<file path="src/rtl/clkratio_pkg.sv">
package clkratio_pkg;

    localparam int CSR_W  = 32;
    localparam int RES_W  = 13;
    localparam int EN_BIT = 31;
    localparam int RSV_W  = CSR_W - RES_W - 1;

    typedef enum logic [1:0] {
        MS_IDLE  = 2'd0,
        MS_ARM   = 2'd1,
        MS_COUNT = 2'd2
    } meas_state_t;

    typedef struct packed {
        logic             enable;
        logic [RSV_W-1:0] rsvd;
        logic [RES_W-1:0] result;
    } csr_view_t;

    function automatic logic [RES_W-1:0] sat_inc(input logic [RES_W-1:0] v);
        return (v == {RES_W{1'b1}}) ? v : v + 1'b1;
    endfunction

endpackage

</file>
<file path="src/rtl/slow_edge_sync.sv">
module slow_edge_sync #(
    parameter int STAGES = 2
) (
    input  logic clk,
    input  logic rst,
    input  logic async_in,
    output logic rise_pulse
);
    logic [STAGES-1:0] chain;
    logic              last_q;

    generate
        for (genvar i = 0; i < STAGES; i++) begin : g_stage
            if (i == 0) begin : g_first
                always_ff @(posedge clk) begin
                    if (rst) chain[0] <= 1'b0;
                    else     chain[0] <= async_in;
                end
            end else begin : g_next
                always_ff @(posedge clk) begin
                    if (rst) chain[i] <= 1'b0;
                    else     chain[i] <= chain[i-1];
                end
            end
        end
    endgenerate

    always_ff @(posedge clk) begin
        if (rst) last_q <= 1'b0;
        else     last_q <= chain[STAGES-1];
    end

    assign rise_pulse = chain[STAGES-1] & ~last_q;

    // a detected edge never lasts more than one cycle
    a_r2_single_pulse: assert property (@(posedge clk) disable iff (rst)
        rise_pulse |=> !rise_pulse);

endmodule

</file>
<file path="src/rtl/ratio_window.sv">
module ratio_window
    import clkratio_pkg::*;
#(
    parameter int WINDOW_PERIODS = 4
) (
    input  logic             clk,
    input  logic             rst,
    input  logic             active,
    input  logic             edge_pulse,
    output logic [RES_W-1:0] result,
    output logic             valid
);
    localparam int EW = $clog2(WINDOW_PERIODS + 1);
    localparam logic [EW-1:0]    LAST_EDGE = EW'(WINDOW_PERIODS - 1);
    localparam logic [RES_W-1:0] CNT_MAX   = {RES_W{1'b1}};

    meas_state_t      st;
    logic [RES_W-1:0] cnt;
    logic [EW-1:0]    edges;
    logic [RES_W-1:0] result_q;
    logic             valid_q;

    always_ff @(posedge clk) begin
        if (rst) begin
            st       <= MS_IDLE;
            cnt      <= '0;
            edges    <= '0;
            result_q <= '0;
            valid_q  <= 1'b0;
        end else if (!active) begin
            st    <= MS_IDLE;
            cnt   <= '0;
            edges <= '0;
        end else begin
            unique case (st)
                MS_IDLE: st <= MS_ARM;
                MS_ARM: begin
                    if (edge_pulse) begin
                        st    <= MS_COUNT;
                        cnt   <= RES_W'(1);
                        edges <= '0;
                    end
                end
                MS_COUNT: begin
                    if (edge_pulse && edges == LAST_EDGE) begin
                        result_q <= cnt;
                        valid_q  <= 1'b1;
                        cnt      <= RES_W'(1);
                        edges    <= '0;
                    end else begin
                        cnt <= sat_inc(cnt);
                        if (edge_pulse) edges <= edges + 1'b1;
                    end
                end
                default: st <= MS_IDLE;
            endcase
        end
    end

    assign result = result_q;
    assign valid  = valid_q;

    // without an active measurement the counter rests at zero
    a_r6_idle_when_off: assert property (@(posedge clk) disable iff (rst)
        !active |=> (cnt == '0 && st == MS_IDLE));

    // a saturated count stays at the limit until the window closes
    a_r5_no_wrap: assert property (@(posedge clk) disable iff (rst)
        (active && st == MS_COUNT && !edge_pulse && cnt == CNT_MAX) |=> cnt == CNT_MAX);

    // outside the counting state the latched result never moves
    a_r4_result_hold: assert property (@(posedge clk) disable iff (rst)
        (st != MS_COUNT) |=> $stable(result_q));

    // valid is sticky
    a_r8_valid_sticky: assert property (@(posedge clk) disable iff (rst)
        valid_q |=> valid_q);

endmodule

</file>
<file path="src/rtl/clk_ratio_meter.sv">
module clk_ratio_meter
    import clkratio_pkg::*;
#(
    parameter int SYNC_STAGES    = 2,
    parameter int WINDOW_PERIODS = 4
) (
    input  logic        clk,
    input  logic        rst,
    input  logic        slow_clk_async,
    input  logic        slow_present,
    input  logic        wr_en,
    input  logic [31:0] wr_data,
    output logic [31:0] rd_data,
    output logic        meas_valid
);
    logic             en_q;
    logic             active;
    logic             rise;
    logic [RES_W-1:0] result;
    csr_view_t        view;

    always_ff @(posedge clk) begin
        if (rst)        en_q <= 1'b0;
        else if (wr_en) en_q <= wr_data[EN_BIT];
    end

    assign active = en_q & slow_present;

    slow_edge_sync #(.STAGES(SYNC_STAGES)) u_sync (
        .clk        (clk),
        .rst        (rst),
        .async_in   (slow_clk_async),
        .rise_pulse (rise)
    );

    ratio_window #(.WINDOW_PERIODS(WINDOW_PERIODS)) u_win (
        .clk        (clk),
        .rst        (rst),
        .active     (active),
        .edge_pulse (rise),
        .result     (result),
        .valid      (meas_valid)
    );

    always_comb begin
        view.enable = en_q;
        view.rsvd   = '0;
        view.result = result;
    end

    assign rd_data = view;

    // the enable bit reads back what the previous write stored
    a_r1_enable_readback: assert property (@(posedge clk) disable iff (rst)
        wr_en |=> rd_data[EN_BIT] == $past(wr_data[EN_BIT]));

    // reserved bits stay zero
    a_r7_rsvd_zero: assert property (@(posedge clk) disable iff (rst)
        rd_data[30:13] == '0);

endmodule

</file>
<file path="config.mk">
export PLATFORM = sky130hd
export DESIGN_NAME = clk_ratio_meter
export DESIGN_NICKNAME = d
export VERILOG_FILES = /design/src/rtl/clkratio_pkg.sv /design/src/rtl/slow_edge_sync.sv /design/src/rtl/ratio_window.sv /design/src/rtl/clk_ratio_meter.sv
export SDC_FILE = /design/constraint.sdc
export NUM_CORES = 1
export LEC_CHECK = 0
export ABC_CLOCK_PERIOD_IN_PS = 3500
export BUFFER_PORTS_ARGS = -buffer_cell sky130_fd_sc_hd__buf_4
export CORE_UTILIZATION = 43
export DETAILED_ROUTE_END_ITERATION = 10
export GPL_ROUTABILITY_DRIVEN = 1
export HOLD_SLACK_MARGIN = 0.12
export PLACE_DENSITY_LB_ADDON = 0.25
export RECOVER_POWER = 100
export SYNTH_ARGS = -nofsm -noshare
export SYNTH_HDL_FRONTEND = slang
export SYNTH_SLANG_ARGS = --single-unit
</file>
<file path="constraint.sdc">
create_clock -name clk -period 3.5 [get_ports clk]
set_input_delay 0.175 -clock clk [delete_from_list [all_inputs] [get_ports clk]]
set_output_delay 0.175 -clock clk [all_outputs]
set_load 0.1 [all_outputs]
</file>
; ---- Word level (Yosys, flattened, before mapping)
; Cells that the tools add are included.
[word_totals]
inputBits = 37
out_inout_bits = 33
register_bits = 36
word_cells = 41
[classes]
eq_ne = 7
add_sub_neg = 2
n_bitwise = 5
n_mux = 10
reduce_logical = 8
[op_table]
columns = op, count
row1 = 13-bit two-way mux, 3
row2 = 13-bit case mux with 2 select lines, 1
row3 = "13-bit by 1-bit adder with 13-bit output, second input constant", 1
row4 = "13-bit equality test, second input constant", 1
row5 = 3-bit two-way mux, 3
row6 = 3-bit AND reduction, 3
row7 = 2-bit case mux with 3 select lines, 1
row8 = 3-bit case mux with 2 select lines, 1
row9 = "3-bit by 1-bit adder with 3-bit output, second input constant", 1
row10 = "3-bit by 2-bit equality test with 1-bit output, second input constant", 1
row11 = "3-bit by 1-bit != test with 1-bit output, second input constant", 1
row12 = "3-bit by 2-bit != test with 1-bit output, second input constant", 1
row13 = 1-bit NOT, 3
row14 = 1-bit bitwise AND, 2
row15 = "2-bit by 1-bit equality test with 1-bit output, second input constant", 1
row16 = "2-bit equality test, second input constant", 1
row17 = 2-bit logical NOT, 1
row18 = 2-bit two-way mux, 1
row19 = "2-bit by 1-bit != test with 1-bit output, second input constant", 1
row20 = 2-bit AND reduction, 1
row21 = 2-bit nonzero test, 1
row22 = 2-bit OR reduction, 1
row23 = 1-bit logical AND, 1

; ---- Longest topological paths before layout
; Gate-level depths: netlist (run 1).
[depth]
ltp_word = 5
mapped_depth = 7

; ---- Hierarchy
; Synthesis (run 1) repeated with hierarchy kept, for this count alone.
[hier_totals]
cells_unflattened = 207
area_unflattened_um2 = 1794.2
[by_module_without_submodules]
columns = mod, cells_each, seq_area_each_um2, instances, area_per_inst_um2
row1 = ratio_window, 176, 640.6, 1, 1520.2
row2 = clk_ratio_meter, 24, 20.0, 1, 186.4
row3 = slow_edge_sync, 7, 60.1, 1, 87.6

; ---- Worst setup path before layout (run 1)
; OpenSTA, ideal clock, no wires.
[synth_timing]
kind = register to register
startpoint = register u_win.cnt[0]
endpoint = register u_win.cnt[6]
arrival_ns = 1.673
path_stages_with_launch = 6
period_less_slack_ns = 1.752
setup_time_ns = 0.079
setup_slack_ns = 1.748
required_ns = 3.421
cell_sequence = dfxtp_1 > ha_1 > nand3_2 > or4_4 > a31o_1 > a211oi_2
[synth_between]
elab_chain_len = 4
[synth_lines]
columns = element, line
row1 = start: declaration, ratio_window.sv:18  ; logic [RES_W-1:0] cnt;
row2 = start signal: assignment, ratio_window.sv:51  ; cnt <= sat_inc(cnt);
row3 = 13-bit by 1-bit adder with 13-bit output, clkratio_pkg.sv:21  ; return (v == {RES_W{1'b1}}) ? v : v + 1'b1;
row4 = 13-bit two-way mux, clkratio_pkg.sv:21
row5 = 13-bit two-way mux, ratio_window.sv:45  ; if (edge_pulse && edges == LAST_EDGE) begin
row6 = 13-bit case mux with 2 select lines, ratio_window.sv:35  ; unique case (st)
; Parallel ways exist; a longest one is shown, timed or not. The select of a mux whose other input is x is not followed.
; A chain may end at the register's enable or synchronous reset.

; ---- Worst setup path in the final report (run 1)
[layout_timing]
startpoint = register u_win.st[0]
endpoint = register u_win.result_q[12] (netlist: u_win.result[12])
[layout_between]
elab_chain_len = 2
[layout_lines]
columns = element, line
row1 = start: declaration, ratio_window.sv:17  ; meas_state_t st;
row2 = start signal: assignment, ratio_window.sv:25  ; st <= MS_IDLE;
row3 = start signal: assignment, ratio_window.sv:31  ; st <= MS_IDLE;
row4 = start signal: assignment, ratio_window.sv:36  ; MS_IDLE: st <= MS_ARM;
row5 = 2-bit equality test, ratio_window.sv:35
row6 = 3-bit AND reduction (no line), -
row7 = end signal: assignment, ratio_window.sv:46  ; result_q <= cnt;
row8 = end: declaration, ratio_window.sv:20  ; logic [RES_W-1:0] result_q;
; Every way passes these cells.

==> results of run 1 <==
## area by class of cell
class	instances	area (um2)	area share, %
clock inverter	2	10.0	0.504
clock buffer	6	82.6	4.16
inverter	8	30.0	1.51
multi-input combinational	152	973	49.0
timing repair buffer	22	108	5.42
sequential	36	721	36.3
tap	50	62.6	3.15
## layer usage
metal  vias to the layer above  wire, um  track usage [%]
met3                         5       172             4.22
met2                        46      1490             26.3
met5                         -         0                0
li1                        734         -                -
met4                         0        60             7.98
met1                       689      1790             24.0
## cell families after synthesis
| family | synth area share (%) |
|---|---|
| AOI/OAI and AO/OA | 14.8 |
| xor gates and xnor gates | 0.478 |
| adders and majority gates | 3.42 |
| buffers and inverters | 10.5 |
| DFF | 39.3 |
| muxes | 8.74 |
| other | 0.205 |
| and+or+nand+nor | 22.5 |
## layout by cell type (no fill, tap or decap), types with 3 or more instances in the layout
master / Yosys / final
sky130_fd_sc_hd__nand3_1: 6 / 7
sky130_fd_sc_hd__nand4_1: 3 / 3
sky130_fd_sc_hd__conb_1: 1 / 18
sky130_fd_sc_hd__nor3_1: 4 / 5
sky130_fd_sc_hd__clkbuf_8: 0 / 6
sky130_fd_sc_hd__or3_1: 3 / 3
sky130_fd_sc_hd__nand3b_1: 3 / 3
sky130_fd_sc_hd__dfxtp_1: 36 / 36
sky130_fd_sc_hd__clkbuf_1: 3 / 16
sky130_fd_sc_hd__ha_1: 5 / 5
sky130_fd_sc_hd__nand2_1: 11 / 11
sky130_fd_sc_hd__a21oi_1: 12 / 12
sky130_fd_sc_hd__a31oi_1: 3 / 3
sky130_fd_sc_hd__mux2i_1: 16 / 16
sky130_fd_sc_hd__nor2_1: 24 / 24
sky130_fd_sc_hd__nor2b_1: 4 / 4
sky130_fd_sc_hd__inv_1: 8 / 8
sky130_fd_sc_hd__buf_4: 20 / 4
## where the power goes
group	leakage [uW]	total [uW]	switching [uW]	internal, uW
registers	0.000291	413	1.31	412
logic	0.000318	110	101	8.54
clock network	0.0000510	304	147	157
total	0.000659	827	250	577
## timing repair
action	CTS	global route
hold buffers	1	0
hold endpoints to repair	1	0
resized for setup	0	0
## state kept, by name, summed over array words and instances, names as in the netlist
name and cells:
en_q 1, u_sync.chain 2, u_sync.last_q 1, u_win.cnt 13, u_win.edges 3, u_win.result 13, u_win.st 2, u_win.valid 1
## worst max-delay path by stage
| stage | startpoint | slack (ps) | end | depth (start not counted) |
|---|---|---|---|---|
| after floorplan | u_win.cnt[0] | 1750 | u_win.cnt[6] | 5 |
| final | u_win.st[0] | 1380 | u_win.result[12] | 7 |
| after global routing | u_win.st[0] | 1170 | u_win.result[9] | 7 |
| after detailed placement | u_win.cnt[0] | 1620 | u_win.cnt[6] | 5 |
| after global placement | u_win.cnt[0] | 1610 | u_win.cnt[6] | 5 |
| after CTS | u_win.cnt[0] | 1600 | u_win.cnt[6] | 5 |
## per-stage QoR
stage | setup slack (ps) | util [%] | instances
2_1_floorplan | 1750 | - | 219
3_3_place_gp | 1610 | 48.2 | 267
3_5_place_dp | 1620 | 48.2 | 267
4_1_cts | 1600 | 50.7 | 276
5_1_grt | 1170 | 49.0 | 276
6_report | 1380 | 49.0 | 276
## critical path, stage by stage (launching register included)
cell and delay [ps]:
sky130_fd_sc_hd__dfxtp_1 330, sky130_fd_sc_hd__inv_1 80, sky130_fd_sc_hd__ha_1 270, sky130_fd_sc_hd__nand3b_1 120, sky130_fd_sc_hd__nor3_1 130, sky130_fd_sc_hd__clkbuf_1 750
sky130_fd_sc_hd__mux2i_1 280, sky130_fd_sc_hd__nor2_1 50
==> summary.txt, run 1 <==
Synth
  – Primary FF master, synth: sky130_fd_sc_hd__dfxtp_1
  – Top post-synthesis cells by area: sky130_fd_sc_hd__dfxtp_1 (39%), sky130_fd_sc_hd__mux2i_1 (8.7%), sky130_fd_sc_hd__buf_4 (8.2%), sky130_fd_sc_hd__nor2_1 (4.9%), sky130_fd_sc_hd__ha_1 (3.4%)
  – Register bit total from synthesis: 36
  – Top-area cell type share of the netlist area: 39.3%
  – Top-count cell post-synth: sky130_fd_sc_hd__dfxtp_1
  – Top post-synthesis cells by count: sky130_fd_sc_hd__dfxtp_1 (36), sky130_fd_sc_hd__nor2_1 (24), sky130_fd_sc_hd__buf_4 (20)
  – EDFF count, synth: 0
  – Post-Syn Instances: around 200
  – Fraction of registers with async set/reset: 0%
  – Number of synthesis warnings: 0
  – Number of unique standard cell types used by synthesis: 51
  – Average footprint of a synthesized cell: 9.07 um2
  – Sequential share of the synthesized area: 39.3%
  – Netlist Area Pre-Place: 0.00183 mm2
  – Top cell type by total area after synthesis: sky130_fd_sc_hd__dfxtp_1

Clock tree
  – Clock insertion delay at the later pin of the skew report: 290 ps
  – Clock transition at the registers of the reported paths: 70 ps
  – Setup repair bufs after CTS: 0
  – Max clock buf depth: 2
  – Cell at the root of the clock tree: sky130_fd_sc_hd__clkbuf_8
  – Level count of the clock H-tree: 2
  – Clock buffers created by TritonCTS: 5
  – CTS tree: built
  – Clock tree sinks: 36

STA
  – Setup repair after global routing missed its margin: no
  – Relative slew slack: 22.4%
  – Maximum operating frequency: between 400 and 500 MHz
  – Final Cycle Share: 60.7%
  – Setup TNS: 0 ps
  – Worst-Margin Slew: roughly 1200 ps
  – Clock Skews: 3.02 ps
  – Final worst hold slack: between 100 and 150 ps
  – Total of endpoints with negative setup slack in the final report: 0
  – Number of max-slew violations in the final report: 0
  – Shortest period the worst path allows: 2120 ps
  – Final count of hold timing violations: 0

Drt
  – Routed wire length: 3510 um
  – Via-to-Cell Ratio: between 5 and 6
  – Violation count after the first detailed-route iteration: 103
  – Average wire per standard cell: roughly 13 um
  – Detailed Routing Iterations Pass 1: 4
  – Vias post-DR: around 1500
  – DRC: 0
  – Residual antenna-violating net count after detailed routing: 0

Critical path
  – Maximum fanout along the worst path: 14
  – Kind of capture point of the worst setup path: flip-flop
  – Worst flop-to-flop path startpoint: u_win.st[0]
  – Arrival time reported for the critical path endpoint: 2310 ps
  – Crit Path Category: reg2reg
  – Worst flop-to-flop path endpoint: u_win.result[12]
  – Element type at the critical path start: flip-flop
  – Worst r2r path cells: 7
  – Slack of the worst reg-to-reg path: 1380 ps
  – Data required time of the worst path: 3680 ps

Global route
  – Pin count of the biggest net entering global routing: 21
  – Initial antenna violation count: 0
  – Grt ovf: 0
  – Via count of the first global-routing pass: 1280
  – Wire length of the first global-routing pass: between 5000 and 6000 um
  – GRT Overall Usage: 17.7%

Place
  – GP Congestion: 0.911
  – Number of buffers added on ports: 20
  – Placed cell area: 0.00195 mm2
  – Placed wire-length estimate: 2520 um

Pwr
  – Power Density: 416 mW/mm2
  – Largest voltage drop on the vdd net: slightly above 0.3 mV
  – Static leakage: 0.000659 uW
  – Design Power: 827 uW

Die
  – Number of core rows: 23
  – Number of ports placed on the die boundary: 70
  – Total die area: 0.00452 mm2
  – Area inside the core boundary: 0.00406 mm2
  – Die width: 67.3 um
  – Starting utilization of the core area: between 40 and 50%
  – Die height: 67.3 um

Job
  – Maximum capacitance violations: 0

Outcome
  – Outcome: complete, no violations

Min path
  – Cells on Worst Hold Path: 3
  – Path type of the worst min-delay path: in2reg
  – Hold Startpoint: wr_data[31]
  – Min-Delay Endpoint: en_q

Cells and area
  – Number of nets in the final layout: 267
  – Fraction of final layout cells with drive strength greater than 1: just over 9%
  – Layout-stage area growth over the synthesis result: 8.47%
  – Fillers: 422
  – Number of inserted diodes: 0
  – Post-route standard cell area excluding fillers: 0.00199 mm2
Power figures use the tool's default switching activity.
==> run 2: changes to the inputs <==
--- a/config.mk
+++ b/config.mk
@@ -5,7 +5,7 @@
 export SDC_FILE = /design/constraint.sdc
 export NUM_CORES = 1
 export LEC_CHECK = 0
-export ABC_CLOCK_PERIOD_IN_PS = 3500
+export ABC_CLOCK_PERIOD_IN_PS = 2150
 export BUFFER_PORTS_ARGS = -buffer_cell sky130_fd_sc_hd__buf_4
 export CORE_UTILIZATION = 43
 export DETAILED_ROUTE_END_ITERATION = 10
==> constraint.sdc (replaced) <==
create_clock -name clk -period 2.15 [get_ports clk]
set_input_delay 0.1075 -clock clk [delete_from_list [all_inputs] [get_ports clk]]
set_output_delay 0.1075 -clock clk [all_outputs]
set_load 0.1 [all_outputs]
==> run 2 against run 1 <==
  * First-iteration DRC count shrank 5.8%
  * Critical path type unchanged
  * Cell area increased by 1.1%
  * Critical endpoint is now u_win.cnt[6]
  * Hold slack gained 21 ps
  * Wire length grew 1.4%
==> summary.txt, run 2 (synthesis results as in run 1) <==
Outcome
  – Outcome: complete, no violations

Clock tree
  – Level count of the clock H-tree: 2 (unchanged)
  – Setup repair bufs after CTS: 0 (unchanged)
  – Clock tree sinks: 36 (unchanged)
  – Clock buffers created by TritonCTS: 5 (unchanged)
  – Clock transition at the registers of the reported paths: 70 ps (about the same)
  – Max clock buf depth: 2 (unchanged)
  – Number of instances resized during post-cts repair: 0 (unchanged)
  – CTS tree: built
  – Cell at the root of the clock tree: sky130_fd_sc_hd__clkbuf_8
  – Cts-stage hold buffer count: 3 (+2)
  – Clock insertion delay at the later pin of the skew report: 290 ps (about the same)

STA
  – Worst-Margin Slew: 1170 ps (+0.00167 ps)
  – Setup TNS: 0 ps (unchanged)
  – Clock Skews: 3.15 ps (+0.127 ps)
  – Setup repair after global routing missed its margin: no
  – Total of endpoints with negative setup slack in the final report: 0 (unchanged)
  – Final worst hold slack: 137 ps (+20.6 ps)
  – Final Cycle Share: 91.9% (+31 points)
  – Shortest period the worst path allows: 1980 ps (-148 ps)
  – Maximum operating frequency: 506 MHz (+7.5%)
  – Relative slew slack: 22.4% (about the same)
  – Number of max-slew violations in the final report: 0 (unchanged)
  – Final count of hold timing violations: 0 (unchanged)

Place
  – # placed instances: 267 (unchanged)
  – Placed wire-length estimate: 2520 um (unchanged)
  – GP Congestion: 0.911 (unchanged)
  – Number of buffers added on ports: 20 (unchanged)
  – Placed cell area: 0.00195 mm2 (unchanged)

Critical path
  – Data required time of the worst path: 2370 ps (-1310 ps)
  – Kind of capture point of the worst setup path: flip-flop
  – Arrival time reported for the critical path endpoint: 2200 ps (-110 ps)
  – Slack of the worst reg-to-reg path: 170 ps (-1200 ps)
  – Crit Path Category: reg2reg
  – Maximum fanout along the worst path: 7 (-7)
  – Launch point of the critical path: u_win.cnt[0]
  – Timing endpoint of the critical path: u_win.cnt[6]
  – Worst r2r path cells: 5 (-2)
  – Worst flop-to-flop path endpoint: u_win.cnt[6]
  – Worst flop-to-flop path startpoint: u_win.cnt[0]
  – Element type at the critical path start: flip-flop

Global route
  – Initial antenna violation count: 0 (unchanged)
  – Wire length of the first global-routing pass: 6070 um (+1.3%)
  – Grt ovf: 0 (unchanged)
  – GRT Overall Usage: 17.9% (+0.21 points)
  – Pin count of the biggest net entering global routing: 21 (unchanged)
  – Via count of the first global-routing pass: 1290 (+0.78%)

Die
  – Starting utilization of the core area: 45.1% (unchanged)
  – Die width: 67.3 um (unchanged)
  – Die height: 67.3 um (unchanged)
  – Number of ports placed on the die boundary: 70 (unchanged)
  – Area inside the core boundary: 0.00406 mm2 (unchanged)
  – Number of core rows: 23 (unchanged)
  – Total die area: 0.00452 mm2 (unchanged)

Cells and area
  – Number of inserted diodes: 0 (unchanged)
  – Post-route standard cell area excluding fillers: 0.00201 mm2 (+1.1%)
  – Layout-stage area growth over the synthesis result: 9.63%
  – Fillers: 419 (-0.71%)
  – Most used cells in the layout excluding fill and tap cells: sky130_fd_sc_hd__dfxtp_1 (36), sky130_fd_sc_hd__nor2_1 (24), sky130_fd_sc_hd__conb_1 (18)
  – Number of nets in the final layout: 269 (+0.75%)
  – Layout Cells excl Fill: 278 (+0.72%)
  – Most common cell after layout, fill and taps aside: sky130_fd_sc_hd__dfxtp_1
  – Layout Utilization: 49.5% (+0.52 points)
  – Fraction of final layout cells with drive strength greater than 1: 9.65% (+0.36 points)

Drt
  – Vias post-DR: 1486 (+0.81%)
  – Average wire per standard cell: 12.8 um (+0.66%)
  – DRC: 0 (unchanged)
  – Violation count after the first detailed-route iteration: 97 (-5.8%)
  – Residual antenna-violating net count after detailed routing: 0 (unchanged)
  – Detailed Routing Iterations Pass 1: 4 (unchanged)
  – Routed wire length: 3560 um (+1.4%)
  – Via-to-Cell Ratio: 5.35 (about the same)

Min path
  – Path type of the worst min-delay path: in2reg

Pwr
  – Static leakage: 0.000670 uW (+1.6%)
  – Power Density: 673 mW/mm2 (+62%)
  – Largest voltage drop on the vdd net: 0.495 mV (+63%)

Job
  – Maximum capacitance violations: 0 (unchanged)
-- run 2: how the worst min path moves through the flow --
stage	start	end	slack [ps]	cells after the start
4_1_cts	rst	u_sync.chain[1]	150	2
3_5_place_dp	slow_clk_async	u_sync.chain[0]	320	2
5_1_grt	rst	u_sync.last_q	160	2
3_3_place_gp	slow_clk_async	u_sync.chain[0]	320	2
6_report	rst	u_sync.chain[1]	140	2
2_1_floorplan	slow_clk_async	u_sync.chain[0]	240	1
-- run 2: stage by stage --
stage	setup WS [ps]	power, uW
2_1_floorplan	398	879
3_3_place_gp	262	866
3_5_place_dp	271	867
4_1_cts	246	1360
5_1_grt	65.6	1400
6_report	173	1350
-- run 2: layout make-up --
| class | count | area [um2] | share of cell area, % |
|---|---|---|---|
| Tap cell | 50 | 62.6 | 3.12 |
| Multi-Input combinational cell | 152 | 973 | 48.5 |
| Timing Repair Buffer | 24 | 129 | 6.42 |
| Sequential cell | 36 | 721 | 35.9 |
| Clock inverter | 2 | 10.0 | 0.498 |
| Inverter | 8 | 30.0 | 1.50 |
| Clock buffer | 6 | 82.6 | 4.11 |
-- run 2: per-layer routing --
metal | share of wire, % | wire (um) | global-route usage, % | vias to the layer above
met5 | 0 | 0 | 0 | -
met2 | 43 | 1540 | 26.6 | 46
li1 | - | - | - | 738
met3 | 4.8 | 172 | 4.22 | 5
met1 | 50 | 1790 | 24.3 | 697
met4 | 1.7 | 60 | 7.98 | 0
-- run 2: worst max-delay path: stages (launching register included) --
cell and delay (ps):
sky130_fd_sc_hd__dfxtp_1 420, sky130_fd_sc_hd__ha_1 240, sky130_fd_sc_hd__nand3_1 220, sky130_fd_sc_hd__or4_4 590
sky130_fd_sc_hd__a31o_1 240, sky130_fd_sc_hd__a211oi_2 190
-- run 2: power by group --
| group | switching [uW] | leakage, uW | internal, uW |
|---|---|---|---|
| clock | 240 | 0.0000510 | 255 |
| combinational | 166 | 0.000329 | 16.8 |
| sequential | 2.31 | 0.000291 | 670 |
